$ cat config.mk
export PLATFORM = sky130hd
export DESIGN_NAME = threadActivationScheduler
export DESIGN_NICKNAME = d
export VERILOG_FILES = /design/src/rtl/threadSchedPkg.sv /design/src/rtl/threadSchedCtrl.sv /design/src/rtl/threadSchedQueues.sv /design/src/rtl/threadActivationScheduler.sv
export SDC_FILE = /design/constraint.sdc
export NUM_CORES = 1
export LEC_CHECK = 0
export ABC_AREA = 1
export BUFFER_PORTS_ARGS = -buffer_cell sky130_fd_sc_hd__buf_4
export CAP_MARGIN = 10
export CORE_MARGIN = 2
export CORE_UTILIZATION = 29
export CTS_CLUSTER_SIZE = 20
export DETAILED_ROUTE_END_ITERATION = 6
export PLACE_DENSITY = 0.47
export RECOVER_POWER = 100
export SETUP_SLACK_MARGIN = 0.4
export SYNTH_ARGS = -nofsm -noshare
export SYNTH_HDL_FRONTEND = slang
export SYNTH_SLANG_ARGS = --single-unit
$ cat constraint.sdc
create_clock -name clk -period 4.25 [get_ports clk]
set_input_delay 0.6375 -clock clk [delete_from_list [all_inputs] [get_ports clk]]
set_output_delay 0.6375 -clock clk [all_outputs]
set_load 0.01 [all_outputs]
$ cat src/rtl/threadSchedPkg.sv
package threadSchedPkg;

  typedef enum logic [1:0] {
    OP_ACTIVATE   = 2'd0,
    OP_DEACTIVATE = 2'd1,
    OP_DEALLOCATE = 2'd2,
    OP_SUSPEND    = 2'd3
  } schedOp_e;

  typedef enum logic [1:0] {
    MODE_SINGLE  = 2'd0,
    MODE_SMT     = 2'd1,
    MODE_SWITCH  = 2'd2,
    MODE_SMT_ALT = 2'd3
  } schedMode_e;

  // Edit strobes, applied by the queue datapath in field order:
  // stage 1 is the thread command, stage 2 the promotion, then rotation.
  typedef struct packed {
    logic rmSusp1;
    logic rmAct1;
    logic appAct1;
    logic appRdy1;
    logic appSusp1;
    logic clrStall;
    logic pop2;
    logic rmSusp2;
    logic appAct2;
    logic appRdy2;
    logic rotate;
    logic wake;
  } schedStrobes_t;

endpackage

$ cat src/rtl/threadSchedCtrl.sv
module threadSchedCtrl
  import threadSchedPkg::*;
#(
  parameter int NUM_THREADS = 4,
  parameter int TID_W       = 3,
  parameter int CNT_W       = 3
) (
  input  logic [1:0]             mode,
  input  logic                   cmdValid,
  input  logic [1:0]             cmdOp,
  input  logic [TID_W-1:0]       cmdTid,
  input  logic                   nextReq,
  input  logic [NUM_THREADS-1:0] actMask,
  input  logic [CNT_W-1:0]       actCount,
  input  logic [CNT_W-1:0]       rdyCount,
  input  logic [TID_W-1:0]       rdyHead,
  output schedStrobes_t          strb
);

  schedMode_e modeE;
  schedOp_e   opE;
  assign modeE = schedMode_e'(mode);
  assign opE   = schedOp_e'(cmdOp);

  function automatic logic maskBit(input logic [NUM_THREADS-1:0] m,
                                   input logic [TID_W-1:0] t);
    logic b;
    b = 1'b0;
    for (int j = 0; j < NUM_THREADS; j++)
      if (t == TID_W'(j)) b = m[j];
    return b;
  endfunction

  logic                   tidOk;
  logic                   isRunning;
  logic                   singleMode;
  logic                   switchMode;
  logic [NUM_THREADS-1:0] mask1;
  logic [CNT_W-1:0]       count1;
  logic [CNT_W-1:0]       count2;
  logic [TID_W-1:0]       head1;
  logic                   rdyAny;

  assign singleMode = (modeE == MODE_SINGLE);
  assign switchMode = (modeE == MODE_SWITCH);
  assign tidOk      = cmdValid && (cmdTid < TID_W'(NUM_THREADS));
  assign isRunning  = tidOk && maskBit(actMask, cmdTid);

  always_comb begin
    strb = '0;
    // stage 1: the thread command
    if (tidOk) begin
      if (opE == OP_ACTIVATE) begin
        if (!(singleMode && cmdTid != '0)) begin
          strb.rmSusp1 = 1'b1;
          if (!isRunning) begin
            if (switchMode && actCount == CNT_W'(1)) strb.appRdy1 = 1'b1;
            else                                      strb.appAct1 = 1'b1;
          end
        end
      end else begin
        strb.rmAct1   = isRunning;
        strb.clrStall = isRunning;
        strb.appSusp1 = (opE == OP_SUSPEND);
      end
    end

    // running state as seen after stage 1
    mask1 = actMask;
    for (int j = 0; j < NUM_THREADS; j++) begin
      if (cmdTid == TID_W'(j) && strb.appAct1) mask1[j] = 1'b1;
      if (cmdTid == TID_W'(j) && strb.rmAct1)  mask1[j] = 1'b0;
    end
    count1 = actCount + CNT_W'(strb.appAct1) - CNT_W'(strb.rmAct1);
    rdyAny = (rdyCount != '0) || strb.appRdy1;
    head1  = (rdyCount != '0) ? rdyHead : cmdTid;

    // stage 2: promotion of the waiting head, lower priority
    if (nextReq && rdyAny) begin
      strb.pop2 = 1'b1;
      if (!(singleMode && head1 != '0)) begin
        strb.rmSusp2 = 1'b1;
        if (!maskBit(mask1, head1)) begin
          if (switchMode && count1 == CNT_W'(1)) strb.appRdy2 = 1'b1;
          else                                    strb.appAct2 = 1'b1;
        end
      end
    end

    count2      = count1 + CNT_W'(strb.appAct2);
    strb.rotate = (count2 > CNT_W'(1));
    strb.wake   = strb.appAct1 | strb.appAct2;
  end

endmodule

$ cat src/rtl/threadSchedQueues.sv
module threadSchedQueues
  import threadSchedPkg::*;
#(
  parameter int NUM_THREADS = 4,
  parameter int TID_W       = 3,
  parameter int CNT_W       = 3
) (
  input  logic                         clk,
  input  logic                         rstN,
  input  schedStrobes_t                strb,
  input  logic [TID_W-1:0]             cmdTid,
  output logic [NUM_THREADS*TID_W-1:0] actListFlat,
  output logic [CNT_W-1:0]             actCount,
  output logic [NUM_THREADS-1:0]       actMask,
  output logic [NUM_THREADS-1:0]       rdyMask,
  output logic [NUM_THREADS-1:0]       susMask,
  output logic [CNT_W-1:0]             rdyCount,
  output logic [TID_W-1:0]             rdyHead,
  output logic                         wakePulse,
  output logic [NUM_THREADS-1:0]       clearStall
);

  typedef logic [NUM_THREADS-1:0][TID_W-1:0] list_t;
  typedef struct packed {
    list_t            l;
    logic [CNT_W-1:0] c;
  } q_t;

  function automatic logic qHas(input q_t q, input logic [TID_W-1:0] t);
    logic h;
    h = 1'b0;
    for (int i = 0; i < NUM_THREADS; i++)
      if (CNT_W'(i) < q.c && q.l[i] == t) h = 1'b1;
    return h;
  endfunction

  function automatic q_t qAdd(input q_t q, input logic [TID_W-1:0] t);
    q_t r;
    r = q;
    if (!qHas(q, t) && q.c < CNT_W'(NUM_THREADS)) begin
      for (int i = 0; i < NUM_THREADS; i++)
        if (CNT_W'(i) == q.c) r.l[i] = t;
      r.c = q.c + CNT_W'(1);
    end
    return r;
  endfunction

  function automatic q_t qDel(input q_t q, input logic [TID_W-1:0] t);
    q_t   r;
    logic hit;
    r   = q;
    hit = 1'b0;
    for (int i = 0; i < NUM_THREADS - 1; i++) begin
      if (!hit && CNT_W'(i) < q.c && q.l[i] == t) hit = 1'b1;
      if (hit) r.l[i] = q.l[i+1];
    end
    if (!hit && q.c == CNT_W'(NUM_THREADS) && q.l[NUM_THREADS-1] == t) hit = 1'b1;
    if (hit) begin
      r.l[NUM_THREADS-1] = '0;
      r.c = q.c - CNT_W'(1);
    end
    return r;
  endfunction

  function automatic q_t qRot(input q_t q);
    q_t r;
    r = q;
    for (int i = 0; i < NUM_THREADS - 1; i++)
      if (CNT_W'(i + 1) < q.c) r.l[i] = q.l[i+1];
    for (int i = 0; i < NUM_THREADS; i++)
      if (CNT_W'(i) == q.c - CNT_W'(1)) r.l[i] = q.l[0];
    return r;
  endfunction

  q_t actQ, rdyQ, susQ;
  q_t actN, rdyN, susN;
  logic [TID_W-1:0]       promoteTid;
  logic [NUM_THREADS-1:0] clrN;
  logic                   wakeQ;
  logic [NUM_THREADS-1:0] clrQ;

  always_comb begin
    actN = actQ;
    rdyN = rdyQ;
    susN = susQ;
    if (strb.rmSusp1)  susN = qDel(susN, cmdTid);
    if (strb.rmAct1)   actN = qDel(actN, cmdTid);
    if (strb.appAct1)  actN = qAdd(actN, cmdTid);
    if (strb.appRdy1)  rdyN = qAdd(rdyN, cmdTid);
    if (strb.appSusp1) susN = qAdd(susN, cmdTid);
    promoteTid = rdyN.l[0];
    if (strb.pop2)     rdyN = qDel(rdyN, promoteTid);
    if (strb.rmSusp2)  susN = qDel(susN, promoteTid);
    if (strb.appRdy2)  rdyN = qAdd(rdyN, promoteTid);
    if (strb.appAct2)  actN = qAdd(actN, promoteTid);
    if (strb.rotate)   actN = qRot(actN);
  end

  always_comb begin
    clrN = '0;
    for (int j = 0; j < NUM_THREADS; j++)
      if (strb.clrStall && cmdTid == TID_W'(j)) clrN[j] = 1'b1;
  end

  always_ff @(posedge clk) begin
    if (!rstN) begin
      actQ  <= '0;
      rdyQ  <= '0;
      susQ  <= '0;
      wakeQ <= 1'b0;
      clrQ  <= '0;
    end else begin
      actQ  <= actN;
      rdyQ  <= rdyN;
      susQ  <= susN;
      wakeQ <= strb.wake;
      clrQ  <= clrN;
    end
  end

  always_comb begin
    for (int j = 0; j < NUM_THREADS; j++) begin
      actMask[j] = qHas(actQ, TID_W'(j));
      rdyMask[j] = qHas(rdyQ, TID_W'(j));
      susMask[j] = qHas(susQ, TID_W'(j));
    end
  end

  assign actListFlat = actQ.l;
  assign actCount    = actQ.c;
  assign rdyCount    = rdyQ.c;
  assign rdyHead     = rdyQ.l[0];
  assign wakePulse   = wakeQ;
  assign clearStall  = clrQ;

  logic onlyRotate;
  assign onlyRotate = strb.rotate && !(strb.rmSusp1 || strb.rmAct1 || strb.appAct1 ||
                      strb.appRdy1 || strb.appSusp1 || strb.pop2 || strb.rmSusp2 ||
                      strb.appAct2 || strb.appRdy2);

  // each list length matches its count of distinct members
  a_r9_no_duplicates: assert property (@(posedge clk) disable iff (!rstN)
    ($countones(actMask) == int'(actQ.c)) && ($countones(rdyMask) == int'(rdyQ.c)) &&
    ($countones(susMask) == int'(susQ.c)));

  // a cycle with no edits moves the second running entry to the head
  a_r8_rotate_head: assert property (@(posedge clk) disable iff (!rstN)
    onlyRotate |=> (actQ.l[0] == $past(actQ.l[1])) && (actQ.c == $past(actQ.c)));

  // a wake pulse implies at least one running thread
  a_r2_wake_has_runner: assert property (@(posedge clk) disable iff (!rstN)
    wakeQ |-> (actQ.c != '0));

  // clear-stall pulses name at most one thread
  a_r6_clear_onehot: assert property (@(posedge clk) disable iff (!rstN)
    $onehot0(clrQ));

endmodule

$ cat src/rtl/threadActivationScheduler.sv
module threadActivationScheduler
  import threadSchedPkg::*;
#(
  parameter int NUM_THREADS = 4,
  localparam int TID_W      = $clog2(NUM_THREADS) + 1,
  localparam int CNT_W      = $clog2(NUM_THREADS + 1)
) (
  input  logic                         clk,
  input  logic                         rstN,
  input  logic [1:0]                   mode,
  input  logic                         cmdValid,
  input  logic [1:0]                   cmdOp,
  input  logic [TID_W-1:0]             cmdTid,
  input  logic                         nextReq,
  output logic [NUM_THREADS-1:0]       activeMask,
  output logic [NUM_THREADS*TID_W-1:0] activeList,
  output logic [CNT_W-1:0]             activeCount,
  output logic [NUM_THREADS-1:0]       readyMask,
  output logic [NUM_THREADS-1:0]       suspendMask,
  output logic                         wakePulse,
  output logic [NUM_THREADS-1:0]       clearStall
);

  schedStrobes_t    strb;
  logic [CNT_W-1:0] rdyCount;
  logic [TID_W-1:0] rdyHead;

  threadSchedCtrl #(
    .NUM_THREADS(NUM_THREADS), .TID_W(TID_W), .CNT_W(CNT_W)
  ) ctrl_i (
    .mode(mode), .cmdValid(cmdValid), .cmdOp(cmdOp), .cmdTid(cmdTid),
    .nextReq(nextReq), .actMask(activeMask), .actCount(activeCount),
    .rdyCount(rdyCount), .rdyHead(rdyHead), .strb(strb)
  );

  threadSchedQueues #(
    .NUM_THREADS(NUM_THREADS), .TID_W(TID_W), .CNT_W(CNT_W)
  ) queues_i (
    .clk(clk), .rstN(rstN), .strb(strb), .cmdTid(cmdTid),
    .actListFlat(activeList), .actCount(activeCount), .actMask(activeMask),
    .rdyMask(readyMask), .susMask(suspendMask), .rdyCount(rdyCount),
    .rdyHead(rdyHead), .wakePulse(wakePulse), .clearStall(clearStall)
  );

  // any thread newly in the running mask comes with a wake pulse
  a_r2_new_runner_wakes: assert property (@(posedge clk) disable iff (!rstN)
    ((activeMask & ~$past(activeMask)) != '0) |-> wakePulse);

  // in single-thread policy no thread other than 0 starts running
  a_r11_single_only_zero: assert property (@(posedge clk) disable iff (!rstN)
    (mode == 2'd0) |=> (((activeMask & ~$past(activeMask)) >> 1) == '0));

  // a deactivate, deallocate or suspend leaves the thread stopped
  a_r6_stopped_after: assert property (@(posedge clk) disable iff (!rstN)
    (cmdValid && cmdOp != 2'd0 && cmdTid < TID_W'(NUM_THREADS) && !nextReq) |=>
    (((activeMask >> $past(cmdTid)) & NUM_THREADS'(1)) == '0));

  // a suspend leaves the thread parked
  a_r7_parked_after: assert property (@(posedge clk) disable iff (!rstN)
    (cmdValid && cmdOp == 2'd3 && cmdTid < TID_W'(NUM_THREADS) && !nextReq) |=>
    (((suspendMask >> $past(cmdTid)) & NUM_THREADS'(1)) != '0));

  // out-of-range thread numbers change no list and raise no pulse
  a_r10_range_ignored: assert property (@(posedge clk) disable iff (!rstN)
    (cmdValid && cmdTid >= TID_W'(NUM_THREADS) && !nextReq) |=>
    ($stable(activeMask) && $stable(readyMask) && $stable(suspendMask) &&
     !wakePulse && clearStall == '0));

endmodule

# Word-level counts from Yosys, hierarchy flattened
# Cells that the tools add are included.
# totals
rom_bits	0
elab_cells	545
in_bits	11
ff_bits	50
ram_bits	0
latch_bits	0
memories	0
out_inout_bits	32
# op_classes
mux	205
n_lt_le_gt_ge	44
shift	0
multipliers	0
addsub	13
div_mod_pow	0
reduce_logical	162
n_bitwise	1
n_eq_ne	103
# ops
cell	count
15-bit two-way mux	15
3-bit two-way mux	49
1-bit two-way mux	134
1-bit logical AND	119
3-bit equality test	35
3-bit by 2-bit equality test with 1-bit output (second input constant)	28
3-bit logical NOT	20
1-bit by 3-bit < comparator with 1-bit output (first input constant)	19
2-bit by 3-bit < comparator with 1-bit output (first input constant)	18
3-bit by 1-bit equality test with 1-bit output (second input constant)	16
2-bit by 3-bit equality test with 1-bit output (first input constant)	12
1-bit by 3-bit equality test with 1-bit output (first input constant)	6
3-bit < comparator (second input constant)	6
1-bit logical NOT	17
3-bit by 1-bit adder with 3-bit output (second input constant)	5
3-bit by 1-bit subtractor with 3-bit output (second input constant)	5
3-bit equality test (second input constant)	4
2-bit two-way mux	5
3-bit nonzero test	3
3-bit by 1-bit adder with 3-bit output	2
6-bit two-way mux	1
2-bit equality test (second input constant)	2
2-bit logical NOT	2
4-bit two-way mux	1
4 further kinds	4

# Longest topological paths before layout
# Gate-level depths: netlist of the first run.
# depth
ltp_word	65
depth_mapped	41
depth_no_buf	39

# Cells and area by module
# Synthesis of the first run repeated with hierarchy kept, for this count alone.
# unflattened
hier_cells	1223
area_unflattened_um2	6859.1
# modules_own_cells
module	area_per_inst_um2	seq_area_each_um2	cells_per_inst	n_inst
threadSchedQueues	6226.0	1001.0	1102	1
threadSchedCtrl	633.1	0.0	121	1

# Least setup slack after synthesis of the first run
# No wires, ideal clock.
# synth_path
kind	reg-to-reg
start	reg queues_i.actQ (netlist bit queues_i.actCount[1])
end	reg queues_i.actQ (netlist bit queues_i.actListFlat[6])
t_arrival_ns	4.544
required_time_ns	4.130
slack_ns	-0.413
synth_period_minus_slack_ns	4.663
setup_time_ns	0.120
stages_incl_launch_ff	35
path_buffers	0
path_cell_list	dfxtp_1 -> inv_1 -> ha_1 -> inv_1 -> nor2_1 -> nor2_1 -> nor2_2 -> nand3_2 -> nand2_2 -> nand3_4 -> nand3_4 -> inv_2 -> ha_1 -> inv_1 -> ha_1 -> inv_1 -> fa_1 -> xnor2_1 -> inv_1 -> nor4_1 -> nand3b_1 -> nor2_1 -> a21boi_1 -> nand2_1 -> nor2_4 -> o21ai_2 -> nand2_1 -> inv_1 -> ha_1 -> inv_1 -> nand3_1 -> nor2_2 -> inv_2 -> nand3_1 -> a21oi_1
# synth_via
elab_cells_between_ends	177
cone_classes	7 x add/sub; 16 x order compare; 17 x eq/ne; 84 x mux; 53 x reduce/logical
# synth_lines
element	line	source
from (decl)	threadSchedQueues.sv:75	q_t actQ, rdyQ, susQ;
from (signal assigned)	threadSchedQueues.sv:113	actQ <= actN;
1-bit by 3-bit < comparator with 1-bit output	threadSchedQueues.sv:33	if (CNT_W'(i) < q.c && q.l[i] == t) h = 1'b1;
1-bit logical AND	threadSchedQueues.sv:33	
1-bit two-way mux (3 in a row)	threadSchedQueues.sv:33	
1-bit two-way mux *	threadSchedQueues.sv:33	
via activeMask[1]	threadActivationScheduler.sv:15	output logic [NUM_THREADS-1:0] activeMask,
1-bit two-way mux (3 in a row)	threadSchedCtrl.sv:30	if (t == TID_W'(j)) b = m[j];
1-bit logical AND	threadSchedCtrl.sv:47	assign isRunning = tidOk && maskBit(actMask, cmdTid);
1-bit two-way mux	threadSchedCtrl.sv:53	if (opE == OP_ACTIVATE) begin
[20 not listed]	--	
1-bit logical NOT	threadSchedQueues.sv:40	if (!qHas(q, t) && q.c < CNT_W'(NUM_THREADS)) begin
1-bit logical AND	threadSchedQueues.sv:40	
15-bit two-way mux	threadSchedQueues.sv:40	
15-bit two-way mux	threadSchedQueues.sv:95	if (strb.appAct2) actN = qAdd(actN, promoteTid);
3-bit by 1-bit subtractor with 3-bit output or 2-bit by 3-bit < comparator with 1-bit output (tied branches)	threadSchedQueues.sv:71, threadSchedQueues.sv:69	
2-bit by 3-bit equality test with 1-bit output or 3-bit two-way mux (tied branches)	threadSchedQueues.sv:71, threadSchedQueues.sv:69	
3-bit two-way mux	threadSchedQueues.sv:71	if (CNT_W'(i) == q.c - CNT_W'(1)) r.l[i] = q.l[0];
15-bit two-way mux *	threadSchedQueues.sv:96	if (strb.rotate) actN = qRot(actN);
# Mark *: on every way through the listed nets, which the timed path passes. The rest lies on a longest branch. The select of a mux whose other input is x is not followed.
# A chain may end at the register's enable or synchronous reset.

# Final worst setup path of the first run
# layout_path
start	reg queues_i.actQ (netlist bit queues_i.actCount[1])
end	reg queues_i.actQ (netlist bit queues_i.actListFlat[6])
# layout_via
elab_chain_cells	47
elab_cells_between_ends	177
cone_classes	7 x add/sub; 16 x order compare; 17 x eq/ne; 84 x mux; 53 x reduce/logical
# layout_rtl
element	line	source
1-bit by 3-bit < comparator with 1-bit output	threadSchedQueues.sv:33, threadSchedQueues.sv:54	
1-bit logical AND	threadSchedQueues.sv:54	if (!hit && CNT_W'(i) < q.c && q.l[i] == t) hit = 1'b1;
1-bit two-way mux	threadSchedQueues.sv:54	
1-bit two-way mux	threadSchedQueues.sv:87	if (strb.rmAct1) actN = qDel(actN, cmdTid);
1-bit logical NOT	threadSchedQueues.sv:54	
1-bit logical AND (2 in a row)	threadSchedQueues.sv:54	
1-bit two-way mux	threadSchedQueues.sv:54	
1-bit two-way mux	threadSchedQueues.sv:87	
[30 not listed]	--	
1-bit logical NOT	threadSchedQueues.sv:40	
1-bit logical AND	threadSchedQueues.sv:40	
15-bit two-way mux	threadSchedQueues.sv:40	
15-bit two-way mux	threadSchedQueues.sv:95	
3-bit by 1-bit subtractor with 3-bit output or 2-bit by 3-bit < comparator with 1-bit output (tied branches)	threadSchedQueues.sv:71, threadSchedQueues.sv:69	
2-bit by 3-bit equality test with 1-bit output or 3-bit two-way mux (tied branches)	threadSchedQueues.sv:71, threadSchedQueues.sv:69	
3-bit two-way mux	threadSchedQueues.sv:71	
15-bit two-way mux *	threadSchedQueues.sv:96	
# Every way passes the cells marked *; elsewhere a longest branch is shown, timed or not. The select of a mux whose other input is x is not followed.

==> reports/metrics.cfg, run 1 <==
[outcome]
outcome = complete, but fails checks
violations = negative setup slack

[timing]
fin_crit_ns = 4.32
setup_viol = 9
post-route-period-util_pct = 102
hold_violations = 0
whs_ns = 0.642
rsz0062_at_grt = yes
tightestPinTransition_ns = 0.756
fmax_mhz = 232
slew_headroom_pct = 49.1
layout_setup_ws_ns = -0.0658
final_max_slew_viol_count = 0
finClkSkew_ns = 0.00451

[detailed_routing]
drc_errors = 0
drt_iter0_drc = 480
final_antenna_net_count = 0
wire_per_inst_um = 15.0
via_per_inst = 4.81
vias = 8056
routed_wl_um = 25100
firstDrtPassIters = 5

[setup_path]
cp_common_cell = inv_2
start_kind = register
cpPeakStageDelay_ns = 0.42
worstPathRequired_ns = 4.45
critPathMaxFanout = 5
rrSetupSlack_ns = -0.07
rr_worst_depth = 34
worst_setup_path_end_kind = register
worst_path_max_delay_cell = fa_2
path_class = register to register
arrival_ns = 4.51

[floorplanning]
dieArea_mm2 = 0.0243
initial_utilization_pct = 29.5
die_h_um = 156
ios = 43
core_mm2 = 0.0226
rows = 55
die_width_um = 156

[placed_design]
hpwlAfterDp_um = 20000
dp.cells = 1636
routabilityCongestion = 0.869
io_buffers = 42

[global_routing]
grt_max_degree = 41
grt_pass1_vias = 7421
grt_remaining_overflow = 0
grt_first_pass_wirelength_um = 39000
grt.total_usage_pct = 20.3
antenna_found_initial = 0

[yosys]
ys_seq_elements = 50
synth_top_area_share_pct = 18.3
synth-edff-count = 0
synth_fp_nets = 1193
synth_warnings = 0
yosysMostFrequentCell = nand2_1
synthArstFlopShare_pct = 0
yosysSeqAreaShare_pct = 15.0
yosysTopAreaCell = nand2_1
synthCells = 1151
synthFlopType = dfxtp_1
synth_common_cells = nand2_1 (326), nor2_1 (126), inv_1 (124)
syn_area_per_cell_um2 = 5.80
synth_area_mm2 = 0.00668
netlist-cell-type-count = 50
synthTopCellsByArea = nand2_1 (18%), dfxtp_1 (15%), nor2_1 (7.1%)

[finish]
nets = 1431
fill_cells = 2437
area_delta_synth_final_pct = 45.8
regArea_mm2 = 0.00101
multi_input_area_mm2 = 0.00560
antennaDiodeCount = 0
drive_gt1_share_pct = 36.3
utilization_pct = 43.0
stdcell_count = 1675

[cts]
cts_tree = yes
clockRootBuffer = clkbuf_16
h-tree-depth = 2
clock_sinks = 50
path_clk_slew_ns = 0.08
cts_buffers = 5
insertion_delay_ns = 0.31
clock_path_buffers = 2

[pwr]
power_leakage_nw = 4.75
vdd_drop_max_mv = 0.135
p_per_area_mw_per_mm2 = 169
p_total_mw = 1.65

[hold_path]
hp-class = register to register
hold_depth = 4

[flow_run]
maxCapViolCount = 0

==> worst max-delay path: cells and delay by family, from the launching register on <==
family / cells / cell delay (ns)
simple gates: 18 / 1.84
fa+ha+maj: 5 / 1.18
buf+inv: 8 / 0.47
flops: 1 / 0.37
compound gates: 3 / 0.30
==> cell families after synthesis <==
logic type | share of synthesized area (%)
AND/OR/NAND/NOR | 48.9
buffers and inverters | 11.6
AO/OA/AOI/OAI | 14.2
flip-flops | 15.0
XOR/XNOR | 4.31
adder cells (fa/ha/maj) | 5.92
==> cell usage in the layout (no fill, tap or decap), types with 4 or more instances in the layout <==
| master | instances |
|---|---|
| ha_4 | 6 |
| o21ai_2 | 19 |
| buf_4 | 230 |
| xor2_1 | 19 |
| nand3_4 | 9 |
| clkbuf_1 | 10 |
| nand2_2 | 34 |
| dfxtp_1 | 47 |
| o21ai_1 | 27 |
| nand3_1 | 66 |
| nand4_1 | 66 |
| o21ai_4 | 6 |
| ha_1 | 23 |
| nand3_2 | 15 |
| o21ai_0 | 54 |
| nor2_1 | 106 |
| nor3_1 | 5 |
| clkbuf_4 | 4 |
| nor2_4 | 18 |
| inv_4 | 11 |
| nand2_4 | 20 |
| nand2_1 | 299 |
| a21oi_1 | 29 |
| xnor2_1 | 9 |
| nor3_2 | 4 |
| buf_6 | 12 |
| inv_2 | 30 |
| nor2_2 | 27 |
| a21oi_2 | 16 |
| inv_1 | 107 |
| or2_2 | 7 |
| clkbuf_16 | 5 |
| o22ai_1 | 4 |
==> cell type report <==
cell class                      count  share of cell area (%)
Clock buffer                        6                    1.43
Clock inverter                      2                   0.398
Inverter                          154                    6.40
Sequential cell                    50                    10.4
Timing Repair Buffer              259                    20.3
Tap cell                          285                    3.66
Multi-Input combinational cell    919                    57.5
==> routing by layer <==
layer | vias to the layer above | routed length, um | track usage [%]
li1 | 4211 | - | -
met1 | 3693 | 12500 | 28.6
met2 | 133 | 11500 | 33.8
met3 | 19 | 803 | 1.89
met4 | 0 | 369 | 4.19
met5 | - | 0 | 0
==> metrics by stage <==
step / TNS [ns] / area [um2] / worst slack (ns)
floorplan: -1.18 / 6810 / -0.181
global placement: -3.17 / 8690 / -0.261
detailed placement: -3.19 / 8690 / -0.281
CTS: -0.417 / 9070 / -0.0764
global route: -3.18 / 9740 / -0.354
finish: -0.402 / 9740 / -0.0658
==> state kept, by name, indices dropped and copies added (netlist names) <==
register and flops:
queues_i.susQ 15, queues_i.actCount 3, queues_i.wakePulse 1, queues_i.rdyQ 9, queues_i.rdyCount 3, queues_i.clearStall 4, queues_i.actListFlat 12, queues_i.rdyHead 3
==> worst paths after layout <==
path | startpoint | end
max | queues_i.actCount[1] | queues_i.actListFlat[6]
min | queues_i.rdyQ[14] | queues_i.rdyQ[14]
max reg2reg | queues_i.actCount[1] | queues_i.actListFlat[6]
min reg2reg | queues_i.rdyQ[14] | queues_i.rdyQ[14]
==> report_power, final <==
part | switching, mW | total, mW | internal, mW
Sequential | 0.0166 | 0.495 | 0.479
Combinational | 0.362 | 0.628 | 0.266
Clock | 0.225 | 0.523 | 0.298
Total | 0.603 | 1.65 | 1.04
==> what timing repair did <==
item,CTS,global route
pin swaps,30,51
hold buffers,0,0
hold endpoints to repair,0,0
endpoints found under the setup margin,33,45
resized for setup,42,152
cloned,0,1
buffers inserted,9,21
No activity file was read; power rests on OpenSTA's default activity.
==> run 2, diff against run 1 <==
CELL_PAD_IN_SITES_DETAIL_PLACEMENT = 0   (was default)
CELL_PAD_IN_SITES_GLOBAL_PLACEMENT = 2   (was default)
CTS_CLUSTER_DIAMETER = 100   (was default)
PLACE_DENSITY = 0.77   (was 0.47)
REMOVE_ABC_BUFFERS = 1   (was default)
==> run 2 against run 1 <==
The flow still finishes with violations (negative setup slack); via count up 3.3%; worst setup slack worse by 0.043 ns; total power up 1.5%; non-clock buffer count up 48; wire length up 7.9%; clock-buffer cell count unchanged; maximum frequency down 0.98%; sequential power up 1%; critical path depth down 1; critical path type unchanged.
==> reports/metrics.cfg, run 2 (synthesis gave the netlist of run 1 again) <==
[outcome]
outcome = complete, but fails checks
violations = negative setup slack

[finish]
stdcell_count = 1723  ; +2.9%
mostFrequentLayoutCells = nand2_1 (297), buf_4 (268), inv_1 (108)
antennaDiodeCount = 0  ; unchanged
nets = 1479  ; +3.4%
drive_gt1_share_pct = 38.6  ; +2.3 points
largest_register_ffs = 15  ; unchanged
top_register = queues_i.susQ
area_delta_synth_final_pct = 51.9
utilization_pct = 44.8  ; +1.8 points
final_common_cell = nand2_1

[timing]
tightestPinTransition_ns = 0.547  ; -0.210 ns
final_max_slew_viol_count = 0  ; unchanged
setup_viol = 22  ; +13
rsz0062_at_grt = yes
slew_headroom_pct = 63.3  ; +14 points
finClkSkew_ns = 0.0130  ; +0.00854 ns
fmax_mhz = 229  ; -0.98%
fin_crit_ns = 4.36  ; +0.0426 ns
hold_violations = 0  ; unchanged
layout_setup_ws_ns = -0.108  ; -0.0426 ns
post-route-period-util_pct = 103  ; +1.0 points

[pwr]
combPwrFrac_pct = 38.9  ; +0.8 points
power_leakage_nw = 4.99  ; +5.0%
p_clk_share_pct = 31.1  ; -0.7 points
seq_power_share_pct = 30.0  ; about the same
p_per_area_mw_per_mm2 = 165  ; -2.6%
swShare_pct = 36.6  ; about the same
internal-power_mw = 1.06  ; +1.5%
p_total_mw = 1.67  ; +1.5%
power_switching_mw = 0.612  ; +1.4%
vdd_drop_max_mv = 0.149  ; +9.9%

[setup_path]
worst_path_max_delay_cell = fa_2
arrival_ns = 4.56  ; +0.05 ns
r2r-end = queues_i.rdyQ[12]
worst_setup_path_end_kind = register
cpPeakStageDelay_ns = 0.52  ; +0.10 ns
rrSetupSlack_ns = -0.11  ; -0.04 ns
worstPathRequired_ns = 4.45  ; about the same
cp_common_cell = buf_6
path_class = register to register
critPathMaxFanout = 4  ; -1
rr_startpoint = queues_i.actCount[1]
critical_path.endpoint = queues_i.rdyQ[12]
cp-startpoint = queues_i.actCount[1]
rr_worst_depth = 33  ; -2.9%
start_kind = register

[detailed_routing]
firstDrtPassIters = 4  ; -1
routed_wl_um = 27100  ; +7.9%
drc_errors = 0  ; unchanged
vias = 8322  ; +3.3%
via_per_inst = 4.83  ; +0.42%
wire_per_inst_um = 15.7  ; +4.8%
final_antenna_net_count = 0  ; unchanged
drt_iter0_drc = 381  ; -21%

[global_routing]
grt.total_usage_pct = 22.0  ; +1.7 points
grt_remaining_overflow = 0  ; unchanged
grt_max_degree = 41  ; unchanged
antenna_found_initial = 0  ; unchanged
grt_pass1_vias = 7969  ; +7.4%
grt_first_pass_wirelength_um = 41800  ; +7.2%

[cts]
hold_buffers = 0  ; unchanged
insertion_delay_ns = 0.32  ; about the same
clockRootBuffer = clkbuf_16
path_clk_slew_ns = 0.09  ; about the same
h-tree-depth = 2  ; unchanged
clock_sinks = 50  ; unchanged
cts_tree = yes
clock_path_buffers = 2  ; unchanged
cts_buffers = 5  ; unchanged

[flow_run]
maxCapViolCount = 0  ; unchanged

[floorplanning]
initial_utilization_pct = 29.5  ; unchanged
dieArea_mm2 = 0.0243  ; unchanged
die_h_um = 156  ; unchanged
die_width_um = 156  ; unchanged
ios = 43  ; unchanged
core_mm2 = 0.0226  ; unchanged
rows = 55  ; unchanged

[placed_design]
routabilityCongestion = 0.877  ; +0.87%
hpwlAfterDp_um = 20900  ; +4.6%
io_buffers = 42  ; unchanged
dp.cells = 1642  ; +0.37%
post-place-ws_ns = -0.402  ; -0.121 ns

[hold_path]
hp-class = register to register

==> run 2: changes by cell type in the layout (fill, tap and decap cells not counted), moves of 5 or more <==
cell | before | now
buf_4 | 230 | 268
buf_6 | 12 | 21
o21ai_0 | 54 | 61
o21ai_1 | 27 | 21
a21oi_2 | 16 | 11
nand3_1 | 66 | 61
==> run 2: power groups by stage <==
stage | clock network, mW | registers [mW] | logic (mW)
floorplan | 0 | 0.509 | 0.279
global placement | 0 | 0.511 | 0.565
detailed placement | 0 | 0.511 | 0.561
CTS | 0.529 | 0.501 | 0.598
global route | 0.545 | 0.502 | 0.713
finish | 0.519 | 0.501 | 0.650
==> run 2: layout make-up <==
cell class	count	area (um2)
Multi-Input combinational cell	919	5630
Inverter	154	603
Fill cell	2411	12500
Clock inverter	2	38.8
Timing Repair Buffer	307	2360
Tap cell	285	357
Sequential cell	50	1010
Clock buffer	6	139
==> run 2: through the flow <==
stage | hold WS (ns) | instance area, um2 | setup TNS, ns
final | 0.640 | 10100 | -1.67
after global routing | 0.696 | 10100 | -8.68
after CTS | 0.647 | 9470 | -1.81
after detailed placement | 0.637 | 8600 | -7.44
after global placement | 0.639 | 8600 | -6.41
after floorplan | 0.572 | 6480 | -8.25
==> run 2: layer usage <==
layer  wire length [um]  GRT usage, %
met3                716          1.86
met4                567          5.81
met2              12700          37.1
met1              13100          30.1
met5                  0             0
==> run 2: what timing repair did <==
item                                    in CTS  in global routing
pin swaps                                   54                 53
resized for setup                           85                147
cloned                                       0                  1
buffers inserted                            50                 22
endpoints found under the setup margin      42                 45
==> run 2: critical path: cells and delay by family, from the launching register on <==
family | cells | cell delay [ns]
AOI/OAI and AO/OA | 2 | 0.26
and+or+nand+nor | 13 | 1.49
DFF | 1 | 0.33
adders and majority gates | 3 | 0.86
buffers and inverters | 15 | 1.29
==> run 2: worst min-delay path by stage <==
stage,from,to,slack (ns),depth (start not counted)
CTS,queues_i.rdyQ[14],queues_i.rdyQ[14],0.65,4
global placement,queues_i.rdyQ[14],queues_i.rdyQ[14],0.64,4
detailed placement,queues_i.rdyQ[14],queues_i.rdyQ[14],0.64,4
floorplan,queues_i.rdyQ[14],queues_i.rdyQ[14],0.57,4
global route,queues_i.rdyQ[14],queues_i.rdyQ[14],0.70,4
finish,queues_i.rdyQ[14],queues_i.rdyQ[14],0.64,4
